**src/rtl/scl_pkg.sv**
```systemverilog
package scl_pkg;
  typedef enum logic {
    PH_HEADER = 1'b0,
    PH_STREAM = 1'b1
  } phase_e;

  typedef enum logic [1:0] {
    SLOT_ADDR  = 2'd0,
    SLOT_PAGE  = 2'd1,
    SLOT_SECT  = 2'd2,
    SLOT_ERASE = 2'd3
  } slot_e;
endpackage

```
**src/rtl/scl_shifter.sv**
```systemverilog
module scl_shifter #(
  parameter int WORD_W = 32
) (
  input  logic              clk,
  input  logic              rst_n,
  input  logic              capture_i,
  input  logic              shift_i,
  input  logic              sdi_i,
  input  logic              status_i,
  output logic              sdo_o,
  output logic [WORD_W-1:0] word_o,
  output logic              done_o
);
  localparam int CNT_W = $clog2(WORD_W);
  localparam logic [CNT_W-1:0] LAST = CNT_W'(WORD_W - 1);

  logic [WORD_W-1:0] sr_q;
  logic [CNT_W-1:0]  cnt_q;
  logic [WORD_W-1:0] sr_next;

  assign sr_next = {sdi_i, sr_q[WORD_W-1:1]};
  assign sdo_o   = sr_q[0];

  always_ff @(posedge clk or negedge rst_n) begin
    if (!rst_n) begin
      sr_q   <= '0;
      cnt_q  <= '0;
      done_o <= 1'b0;
      word_o <= '0;
    end else begin
      done_o <= 1'b0;
      if (capture_i) begin
        sr_q  <= {{(WORD_W-1){1'b0}}, status_i};
        cnt_q <= '0;
      end else if (shift_i) begin
        sr_q <= sr_next;
        if (cnt_q == LAST) begin
          cnt_q  <= '0;
          done_o <= 1'b1;
          word_o <= sr_next;
        end else begin
          cnt_q <= cnt_q + 1'b1;
        end
      end
    end
  end
endmodule

```
**src/rtl/scl_header.sv**
```systemverilog
module scl_header
  import scl_pkg::*;
#(
  parameter int WORD_W = 32,
  parameter int ADDR_W = 32,
  parameter int PAGE_W = 17,
  parameter int SECT_W = 13
) (
  input  logic              clk,
  input  logic              rst_n,
  input  logic              capture_i,
  input  logic              done_i,
  input  logic [WORD_W-1:0] word_i,
  output logic [ADDR_W-1:0] start_addr_o,
  output logic              start_addr_vld_o,
  output logic [PAGE_W-1:0] page_cnt_o,
  output logic              page_cnt_vld_o,
  output logic [SECT_W-1:0] sect_cnt_o,
  output logic              sect_cnt_vld_o,
  output logic              erase_req_o,
  output logic              stream_o
);
  phase_e phase_q;
  slot_e  slot_q;

  assign stream_o = (phase_q == PH_STREAM);

  always_ff @(posedge clk or negedge rst_n) begin
    if (!rst_n) begin
      phase_q          <= PH_HEADER;
      slot_q           <= SLOT_ADDR;
      start_addr_o     <= '0;
      page_cnt_o       <= '0;
      sect_cnt_o       <= '0;
      start_addr_vld_o <= 1'b0;
      page_cnt_vld_o   <= 1'b0;
      sect_cnt_vld_o   <= 1'b0;
      erase_req_o      <= 1'b0;
    end else begin
      start_addr_vld_o <= 1'b0;
      page_cnt_vld_o   <= 1'b0;
      sect_cnt_vld_o   <= 1'b0;
      erase_req_o      <= 1'b0;
      if (phase_q == PH_HEADER) begin
        if (capture_i) begin
          slot_q <= SLOT_ADDR;
        end else if (done_i) begin
          unique case (slot_q)
            SLOT_ADDR: begin
              start_addr_o     <= word_i[ADDR_W-1:0];
              start_addr_vld_o <= 1'b1;
              slot_q           <= SLOT_PAGE;
            end
            SLOT_PAGE: begin
              page_cnt_o     <= word_i[PAGE_W-1:0];
              page_cnt_vld_o <= 1'b1;
              slot_q         <= SLOT_SECT;
            end
            SLOT_SECT: begin
              sect_cnt_o     <= word_i[SECT_W-1:0];
              sect_cnt_vld_o <= 1'b1;
              slot_q         <= SLOT_ERASE;
            end
            SLOT_ERASE: begin
              erase_req_o <= 1'b1;
              phase_q     <= PH_STREAM;
              slot_q      <= SLOT_ADDR;
            end
            default: slot_q <= SLOT_ADDR;
          endcase
        end
      end
    end
  end
endmodule

```
**src/rtl/scl_wordout.sv**
```systemverilog
module scl_wordout #(
  parameter int WORD_W = 32
) (
  input  logic              clk,
  input  logic              rst_n,
  input  logic              load_i,
  input  logic [WORD_W-1:0] word_i,
  output logic              valid_o,
  output logic [WORD_W-1:0] data_o,
  input  logic              ready_i
);
  logic slot_free;
  assign slot_free = !valid_o || ready_i;

  always_ff @(posedge clk or negedge rst_n) begin
    if (!rst_n) begin
      valid_o <= 1'b0;
      data_o  <= '0;
    end else if (load_i && slot_free) begin
      valid_o <= 1'b1;
      data_o  <= word_i;
    end else if (ready_i) begin
      valid_o <= 1'b0;
    end
  end
endmodule

```
**src/rtl/scan_cmd_loader.sv**
```systemverilog
module scan_cmd_loader #(
  parameter int WORD_W = 32,
  parameter int ADDR_W = 32,
  parameter int PAGE_W = 17,
  parameter int SECT_W = 13
) (
  input  logic              scan_clk,
  input  logic              scan_rst_n,
  input  logic              scan_capture,
  input  logic              scan_shift,
  input  logic              scan_tdi,
  output logic              scan_tdo,
  input  logic              erasing,
  output logic [ADDR_W-1:0] start_addr,
  output logic              start_addr_vld,
  output logic [PAGE_W-1:0] page_cnt,
  output logic              page_cnt_vld,
  output logic [SECT_W-1:0] sect_cnt,
  output logic              sect_cnt_vld,
  output logic              erase_req,
  output logic [WORD_W-1:0] fifo_data,
  output logic              fifo_valid,
  input  logic              fifo_ready
);
  logic [WORD_W-1:0] word;
  logic              done;
  logic              streaming;

  scl_shifter #(.WORD_W(WORD_W)) shifter_i (
    .clk       (scan_clk),
    .rst_n     (scan_rst_n),
    .capture_i (scan_capture),
    .shift_i   (scan_shift),
    .sdi_i     (scan_tdi),
    .status_i  (erasing),
    .sdo_o     (scan_tdo),
    .word_o    (word),
    .done_o    (done)
  );

  scl_header #(
    .WORD_W(WORD_W), .ADDR_W(ADDR_W), .PAGE_W(PAGE_W), .SECT_W(SECT_W)
  ) header_i (
    .clk              (scan_clk),
    .rst_n            (scan_rst_n),
    .capture_i        (scan_capture),
    .done_i           (done),
    .word_i           (word),
    .start_addr_o     (start_addr),
    .start_addr_vld_o (start_addr_vld),
    .page_cnt_o       (page_cnt),
    .page_cnt_vld_o   (page_cnt_vld),
    .sect_cnt_o       (sect_cnt),
    .sect_cnt_vld_o   (sect_cnt_vld),
    .erase_req_o      (erase_req),
    .stream_o         (streaming)
  );

  scl_wordout #(.WORD_W(WORD_W)) wordout_i (
    .clk     (scan_clk),
    .rst_n   (scan_rst_n),
    .load_i  (done && streaming),
    .word_i  (word),
    .valid_o (fifo_valid),
    .data_o  (fifo_data),
    .ready_i (fifo_ready)
  );
endmodule

```
**config.mk**
```make
export PLATFORM = sky130hd
export DESIGN_NAME = scan_cmd_loader
export DESIGN_NICKNAME = d
export VERILOG_FILES = /design/src/rtl/scl_pkg.sv /design/src/rtl/scl_shifter.sv /design/src/rtl/scl_header.sv /design/src/rtl/scl_wordout.sv /design/src/rtl/scan_cmd_loader.sv
export SDC_FILE = /design/constraint.sdc
export NUM_CORES = 1
export LEC_CHECK = 0
export ABC_AREA = 1
export BUFFER_PORTS_ARGS = -buffer_cell sky130_fd_sc_hd__buf_2
export CAP_MARGIN = 20
export CORE_MARGIN = 4
export CORE_UTILIZATION = 50
export DETAILED_ROUTE_END_ITERATION = 10
export PLACE_DENSITY = 0.82
export SLEW_MARGIN = 20
export SYNTH_ARGS = -nofsm -noshare
export SYNTH_HDL_FRONTEND = slang
export SYNTH_SLANG_ARGS = --single-unit
```
**constraint.sdc**
```tcl
create_clock -name scan_clk -period 1.7 [get_ports scan_clk]
set_clock_uncertainty 0.05 [all_clocks]
set_input_delay 0.17 -clock scan_clk [delete_from_list [all_inputs] [get_ports scan_clk]]
set_output_delay 0.17 -clock scan_clk [all_outputs]
set_load 0.03 [all_outputs]
```
==> out/results.txt, run 1 <==
In this run the tool buffered the top-level ports with 106 buffer cells. In this run the horizontal extent of the chip is 123 µm. The global router's overall resource usage was 0.192.

Highest routing layer actually used: met4. The first-pass GRT wire length is 22400 µm. Once detail routing completed, the nets flagged for antenna violations numbered 0. Measured along the y axis, the die boundary spans 123 µm. The insertion delay to the later sink of the worst-skew pair was 0.42 ns.

Setup repair after global routing left no endpoint under its margin. The clock tree synthesis step divided the H-tree into 4 levels. The run gives 1.95 ns as the required arrival time at the worst endpoint.

After detailed routing, the wire length on met1 is 5960 µm. Final cycle utilization of the critical path: 0.951. The cell area that synthesis handed to floorplanning was 6570 µm². The count of different cell masters after synthesis is 26. Detailed routing inserted a total of 4730 vias.

TritonCTS built the clock tree. The area growth from synthesis to layout is 21.3%. The net count of the mapped netlist was 633; the leakage component of the power was 3.92 nW. After synthesis, the cell types taking the most area are dfrtp_1, nand2_1, o21ai_1, inv_1, o21ai_0. In the post-route analysis, the smallest setup slack over all paths is 0.0839 ns. The sequential area share after synthesis came out at 0.656. STA puts the critical path data arrival time at 1.87 ns. The run gives 0.08 ns as the flop-to-flop setup slack.

Counting every instance in the synthesized netlist gives 619. CTS placed an instance of clkbuf_16 at the clock tree root. The number of hold violations in the final report was 0. The maximum operating frequency is 0.619 GHz, and the number of cell rows is 41. Kind of launch point of the worst setup path: a flop. In this run the deepest clock path goes through 2 buffers. The DRC marker count from the first detailed-route iteration is 425. The detailed-route DRC error count was 0; the global placement routability congestion was 0.790. After floorplanning, the core was sized to cover 12700 µm².

The post-layout instance area was 7970 µm²; the clock sink total was 172. Summed over all layers, the routed wires come to 13800 µm. The logs give 0 for the number of antenna cells inserted and 0.667 mV for the maximum VDD drop. Once layout is complete, the cells apart from fillers number 913. The synthesized area per cell was 10.6 µm². In this run, synthesis produced a sequential element count of 172. The tools report the starting density of the core as 0.516. The number of antenna violations at the first check in global routing is 0. Of all cell types, the one taking the most synthesized area is dfrtp_1. The run gives 0 as the max-slew violation count.

The tools report the max-slew headroom at the worst pin as 0.711. The proportion of layout cells with a drive suffix above 1 was 0.247. Before antenna repair, the detailed router went through 5 iterations. Detailed routing placed a total of 759 µm of wire on met3. The top cell type's share of synthesized area works out to 0.656. Dividing total power by cell area gives a power density of 1080 nW/µm².

In this run, placement finished with an instance count of 874. The logs give 15000 µm² for the area enclosed by the die boundary and 107 for the I/O pin count. The critical path is of the flop to flop type. The placed instances occupy a cell area of 7230 µm². The number of global-route vias before repair was 4518. The min-delay analysis places its worst path in the category primary input to flop.

The total CTS buffers is 17. After the last flow step, the layout net total stands at 742. The number of warnings printed during yosys synthesis was 0. STA classifies the critical path endpoint as a flop. After filler insertion, the fill cell instance count of the layout stands at 978. The run finished with clean final reports. The number of max-capacitance violations reported is 0.

For the HPWL reported at the end of detailed placement, the log shows 9170 µm. Highest fanout seen on the critical path: 34. After detailed routing, the number of vias per cell comes to 5.18.

The shortest period the worst path allows came out at 1.62 ns. For the pin with the worst max-slew slack, the measured transition is 0.433 ns. In the detailed route, the total length drawn on met2 is 6920 µm. The run gives 63 as the pin count of the biggest net entering global routing. Clock-pin slew was measured on the worst setup and hold paths at 0.07 ns.

The wire length per cell was 15.2 µm. Setup violations remaining at the end of the flow were counted as 0. In the final timing run, aggregate negative setup slack is 0 ns.

The setup slack after placement is 0.116 ns. The total overflow left after global routing is 0.
-- worst paths after layout --
kind / from / endpoint / cells after the start
worst min register to register: header_i.start_addr_o[17] / header_i.start_addr_o[17] / 2
worst max register to register: shifter_i.cnt_q[0] / shifter_i.word_o[7] / 8
worst min-delay path: scan_shift / shifter_i.cnt_q[3] / 4
min in group asynchronous: scan_rst_n / header_i.page_cnt_o[3] / 2
worst max-delay path: shifter_i.cnt_q[0] / shifter_i.word_o[7] / 8
max in group asynchronous: scan_rst_n / header_i.start_addr_o[10] / 3
-- area by class of cell --
cell class / count / area [µm²] / share of cell area
timing repair buffer: 124 / 757 / 0.0950
clock inverter: 14 / 226 / 0.0284
clock buffer: 18 / 439 / 0.0551
inverter: 79 / 297 / 0.0372
sequential: 172 / 4300 / 0.540
tap: 172 / 215 / 0.0270
multi-input combinational: 334 / 1730 / 0.217
-- power breakdown --
group	leakage, nW	total [mW]	internal, mW	switching (mW)
sequential	2.40	4.11	4.10	0.00772
clock	0.324	4.32	2.68	1.64
combinational	1.20	0.176	0.0451	0.130
-- critical path, stage by stage (launching register included) --
cell and delay, ns:
dfrtp_1 0.43, ha_2 0.21, nand2_1 0.05, nor2_1 0.10
ha_2 0.20, nand2_2 0.10, buf_12 0.18, nand2_1 0.08
o21ai_1 0.08
-- cell usage after synthesis --
cell / count
buf_1: 2
nor2_4: 1
nand3_4: 2
ha_1: 7
nor2_1: 2
o21ai_1: 70
xnor2_1: 1
nand3_2: 1
nor2_8: 1
nor4_1: 1
o22ai_1: 31
buf_4: 2
dfrtp_1: 172
clkbuf_1: 8
buf_6: 14
o21ai_0: 41
nand3_1: 4
buf_2: 8
nand2_1: 148
o31ai_1: 1
o211ai_1: 1
o21ai_2: 20
nand4_1: 1
inv_2: 1
nor2_2: 1
inv_1: 78
-- per-layer routing --
layer / global-route usage / vias to the layer above
met5: 0 / -
met4: 0.0560 / 0
met3: 0.0530 / 22
met2: 0.316 / 141
met1: 0.253 / 2346
li1: - / 2221
-- logic make-up after synthesis --
kind of cell / count (synthesis) / synth area share
flip-flops: 172 / 0.656
adder cells (fa/ha/maj): 7 / 0.0133
XOR/XNOR: 1 / 0.00133
AND/OR/NAND/NOR: 162 / 0.103
buffers and inverters: 113 / 0.0833
AO/OA/AOI/OAI: 164 / 0.143
-- metrics by stage --
stage	total power [mW]	hold slack, ns	util
4_1_cts	8.64	0.0178	0.624
5_1_grt	8.85	0.0279	0.626
2_1_floorplan	4.24	-0.176	-
3_5_place_dp	4.35	0.0740	0.568
3_3_place_gp	4.34	0.0678	0.568
6_report	8.60	0.0212	0.626
-- flip-flops by register name, summed over array words and instances, names as in the netlist --
register                   flops
shifter_i.word_o              32
header_i.sect_cnt_o           13
shifter_i.done_o               1
header_i.start_addr_o         32
header_i.start_addr_vld_o      1
header_i.sect_cnt_vld_o        1
shifter_i.cnt_q                5
header_i.page_cnt_vld_o        1
wordout_i.data_o              32
header_i.erase_req_o           1
header_i.stream_o              1
shifter_i.sr_q                32
header_i.slot_q                2
wordout_i.valid_o              1
header_i.page_cnt_o           17
-- cells in the final DEF, fill, tap and decap left out, drive strengths merged --
master and count:
dfrtp 172, nand2 148, o21ai 131, buf 120, inv 85, o22ai 31, clkbuf 18, ha 7
nand3 7, bufinv 5, nor2 5, dlygate4sd3 4, clkinv 2, o31ai 1, nor4 1, o211ai 1
nand4 1, xnor2 1, clkinvlp 1
-- timing repair --
item | 4_1_cts | 5_1_grt
resized for setup | 0 | 2
hold buffers | 4 | 0
hold endpoints to repair | 46 | 0
setup endpoints to repair | 0 | 32
buffers inserted | 0 | 3
No activity file was read; power rests on OpenSTA's default activity.
==> run 2, diff against run 1 <==
Settings changed: CORE_ASPECT_RATIO set to 0.7.
==> run 2 against run 1 <==
The flow now finishes with violations (negative setup slack). Hold slack better by 0.031 ns. Non-clock buffer count is 4 higher. Routed wire length is 11% higher. Critical path depth stayed put. Worst setup slack worse by 0.097 ns. Via count is 2.4% higher. Global-route usage is 1.1 points higher. First-iteration DRC count is 12% lower. Design area is 0.47% higher. Register-to-register slack worse by 0.097 ns.
==> out/results.txt, run 2 (synthesis results as in run 1) <==
Number of max-capacitance violations reported: 0. The first routing iteration left 376 violations. The area enclosed by the die boundary is 15100 µm², and the number of nets in the finished design is 746. The number of global-route vias before repair was 4893. The worst hold path belongs to the class primary input to flop. Once layout is done, the placed cells without fillers occupy 8000 µm².

The area of the placeable core is 12600 µm², and the required arrival time at the worst endpoint is 1.94 ns. The kind of launch point of the worst setup path was a flop. Compared with the post-synthesis result, the final layout area differs by 21.9%. The starting density of the core came out at 0.520. TritonCTS built the clock tree. The run gives 0.542 as the max-slew headroom at the worst pin. The number of filler instances in the final layout is 935, and the proportion of layout cells with a drive suffix above 1 is 0.252.

Worst flop-to-flop path endpoint: shifter_i.word_o[20]. The shortest period the worst path allows is 1.71 ns. The cell sitting at the root of the clock tree is a clkbuf_16.

The worst register-to-register path has a depth of 8. For the number of placed instances, taps included, the log shows 864. In the final routed layout, each cell accounts on average for 17.0 µm. STA puts the critical path data arrival time at 1.95 ns. The measured slew at the worst slew-check pin was 0.687 ns; the detail-routed via count per cell was 5.34. At the end of routability-driven placement, the weighted congestion stood at 0.774.

The run finished, with violations left. The wire-length estimate of the detail-placed layout is 9680 µm. For the slack of the critical path, the log shows -0.0127 ns. The residual antenna-violating net count after detailed routing is 0. For the number of hold violations in the final report, the log shows 0. For the worst hold slack after final layout, the log shows 0.0519 ns. The library cell used most frequently in the layout, excluding fill and tap cells, is dfrtp_1. The clock sink total is 172, and the final cycle utilization of the critical path is 1.01.

The leakage component of the power is 3.96 nW. For the global router's overall resource usage, the log shows 0.204. Start point of the worst hold path: fifo_ready. Startpoint-to-endpoint class of the critical path: flop to flop. For this run, design rule violations remaining after detail routing come to 0.

The clock reaches the later pin of the worst-skew pair after 0.41 ns. Counting along the longest clock path gives a buffer depth of 2. The logs give 0.715 mV for the maximum VDD drop and 0 for the max-slew violation count.

The run gives 0 as the number of antenna violations at the first check in global routing. Leaving out fill and tap cells, the most frequent cells in the layout are dfrtp_1, nand2_1, buf_2. The count of cells along the worst hold path works out to 4. The cell area power density works out to 1050 nW/µm².

For this design the top-level I/O count stands at 107. The number of clock buffers added by TritonCTS is 17. In this run the critical register-to-register path is launched from shifter_i.cnt_q[1]. The flop-to-flop setup slack was -0.01 ns; the register clock-pin slew on the reported worst setup and hold paths was 0.06 ns.

The endpoint of the worst hold-timing path is wordout_i.valid_o. The worst setup path is captured at a flop. Adding up every negative setup slack in the final design gives -0.0127 ns. Highest fanout seen on the critical path: 27. The final number of setup-violating endpoints came out at 1.

For the number of vias after detailed routing, the log shows 4845. Global routing finished with a remaining overflow of 0. The first global-routing pass estimated 24900 µm of wire.

The run gives 0.584 GHz as the maximum operating frequency. 0 antenna diodes ended up in the layout. The run gives 15400 µm as the wire length reported by the detailed router. The maximum level of the CTS H-tree is 4. From bottom edge to top edge, the die measures 104 µm. The tools report the pin count of the biggest net entering global routing as 117. The placement-stage cell area came out at 7210 µm². For the number of detailed-route iterations in the first pass, the log shows 5. The final reports fail on negative setup slack.

The die is 145 µm wide. Port buffering added 106 buffers. Leaving out filler cells and counting taps, the final layout contains 907.

Row generation in the floorplan step produced 34 rows.
[run 2: cell types whose count changed in the layout (fill, tap and decap cells not counted), sizes merged]
cell	delta
inv	-6
dlygate4sd3	-1
clkinvlp	+1
bufinv	-1
clkbuf	+7
clkinv	+2
buf	+2
[run 2: what timing repair did]
action,in CTS,in global routing
gates resized for setup,2,4
pin swaps,0,3
hold endpoints to repair,174,0
hold buffers,3,0
buffers inserted,1,4
cloned,0,3
setup endpoints to repair,13,27
[run 2: routing by layer]
| metal | global-route usage | part of all wire | up-vias |
|---|---|---|---|
| met1 | 0.273 | 0.43 | 2421 |
| met5 | 0 | 0 | - |
| met4 | 0.0678 | 0.015 | 0 |
| li1 | - | - | 2229 |
| met2 | 0.332 | 0.50 | 172 |
| met3 | 0.0497 | 0.057 | 23 |
[run 2: how the worst max path moves through the flow]
stage	cells past startpoint	from	endpoint	slack (ns)
floorplan	9	shifter_i.cnt_q[0]	shifter_i.word_o[22]	0.14
global placement	8	shifter_i.cnt_q[0]	shifter_i.word_o[18]	0.19
detailed placement	8	shifter_i.cnt_q[0]	shifter_i.word_o[15]	0.006
CTS	7	shifter_i.cnt_q[1]	shifter_i.word_o[1]	0.005
global route	8	shifter_i.cnt_q[1]	shifter_i.word_o[20]	-0.03
finish	8	shifter_i.cnt_q[1]	shifter_i.word_o[20]	-0.01
[run 2: per-stage QoR]
stage               total power, mW   util  setup WS (ns)
finish                         8.41  0.633        -0.0127
global route                   8.66  0.633        -0.0312
CTS                            8.44  0.624        0.00494
detailed placement             4.35  0.570        0.00596
global placement               4.34  0.570          0.188
floorplan                      4.24      -          0.145
[run 2: where the power goes]
part / switching [mW] / total [mW] / internal [mW] / leakage, nW
Clock: 1.54 / 4.12 / 2.58 / 0.306
Sequential: 0.00648 / 4.11 / 4.10 / 2.40
Combinational: 0.137 / 0.181 / 0.0436 / 1.26
Total: 1.68 / 8.41 / 6.73 / 3.96
[run 2: cell type report]
cell class              instances  area, µm²  share of cell area
flip-flops and latches        172       4300               0.538
clock buffers                  22        474              0.0593
inverters                      79        297              0.0371
multi-input cells             334       1740               0.217
clock inverters                10        163              0.0203
repair buffers                128        825               0.103
well taps                     162        203              0.0253
[run 2: worst max-delay path, stage by stage, from the launching register on]
cell	delay [ns]
dfrtp_1	0.41
ha_2	0.22
nand2_1	0.08
nor2_2	0.12
ha_2	0.23
nand2_4	0.12
buf_12	0.20
nand2_1	0.08
o21ai_1	0.08
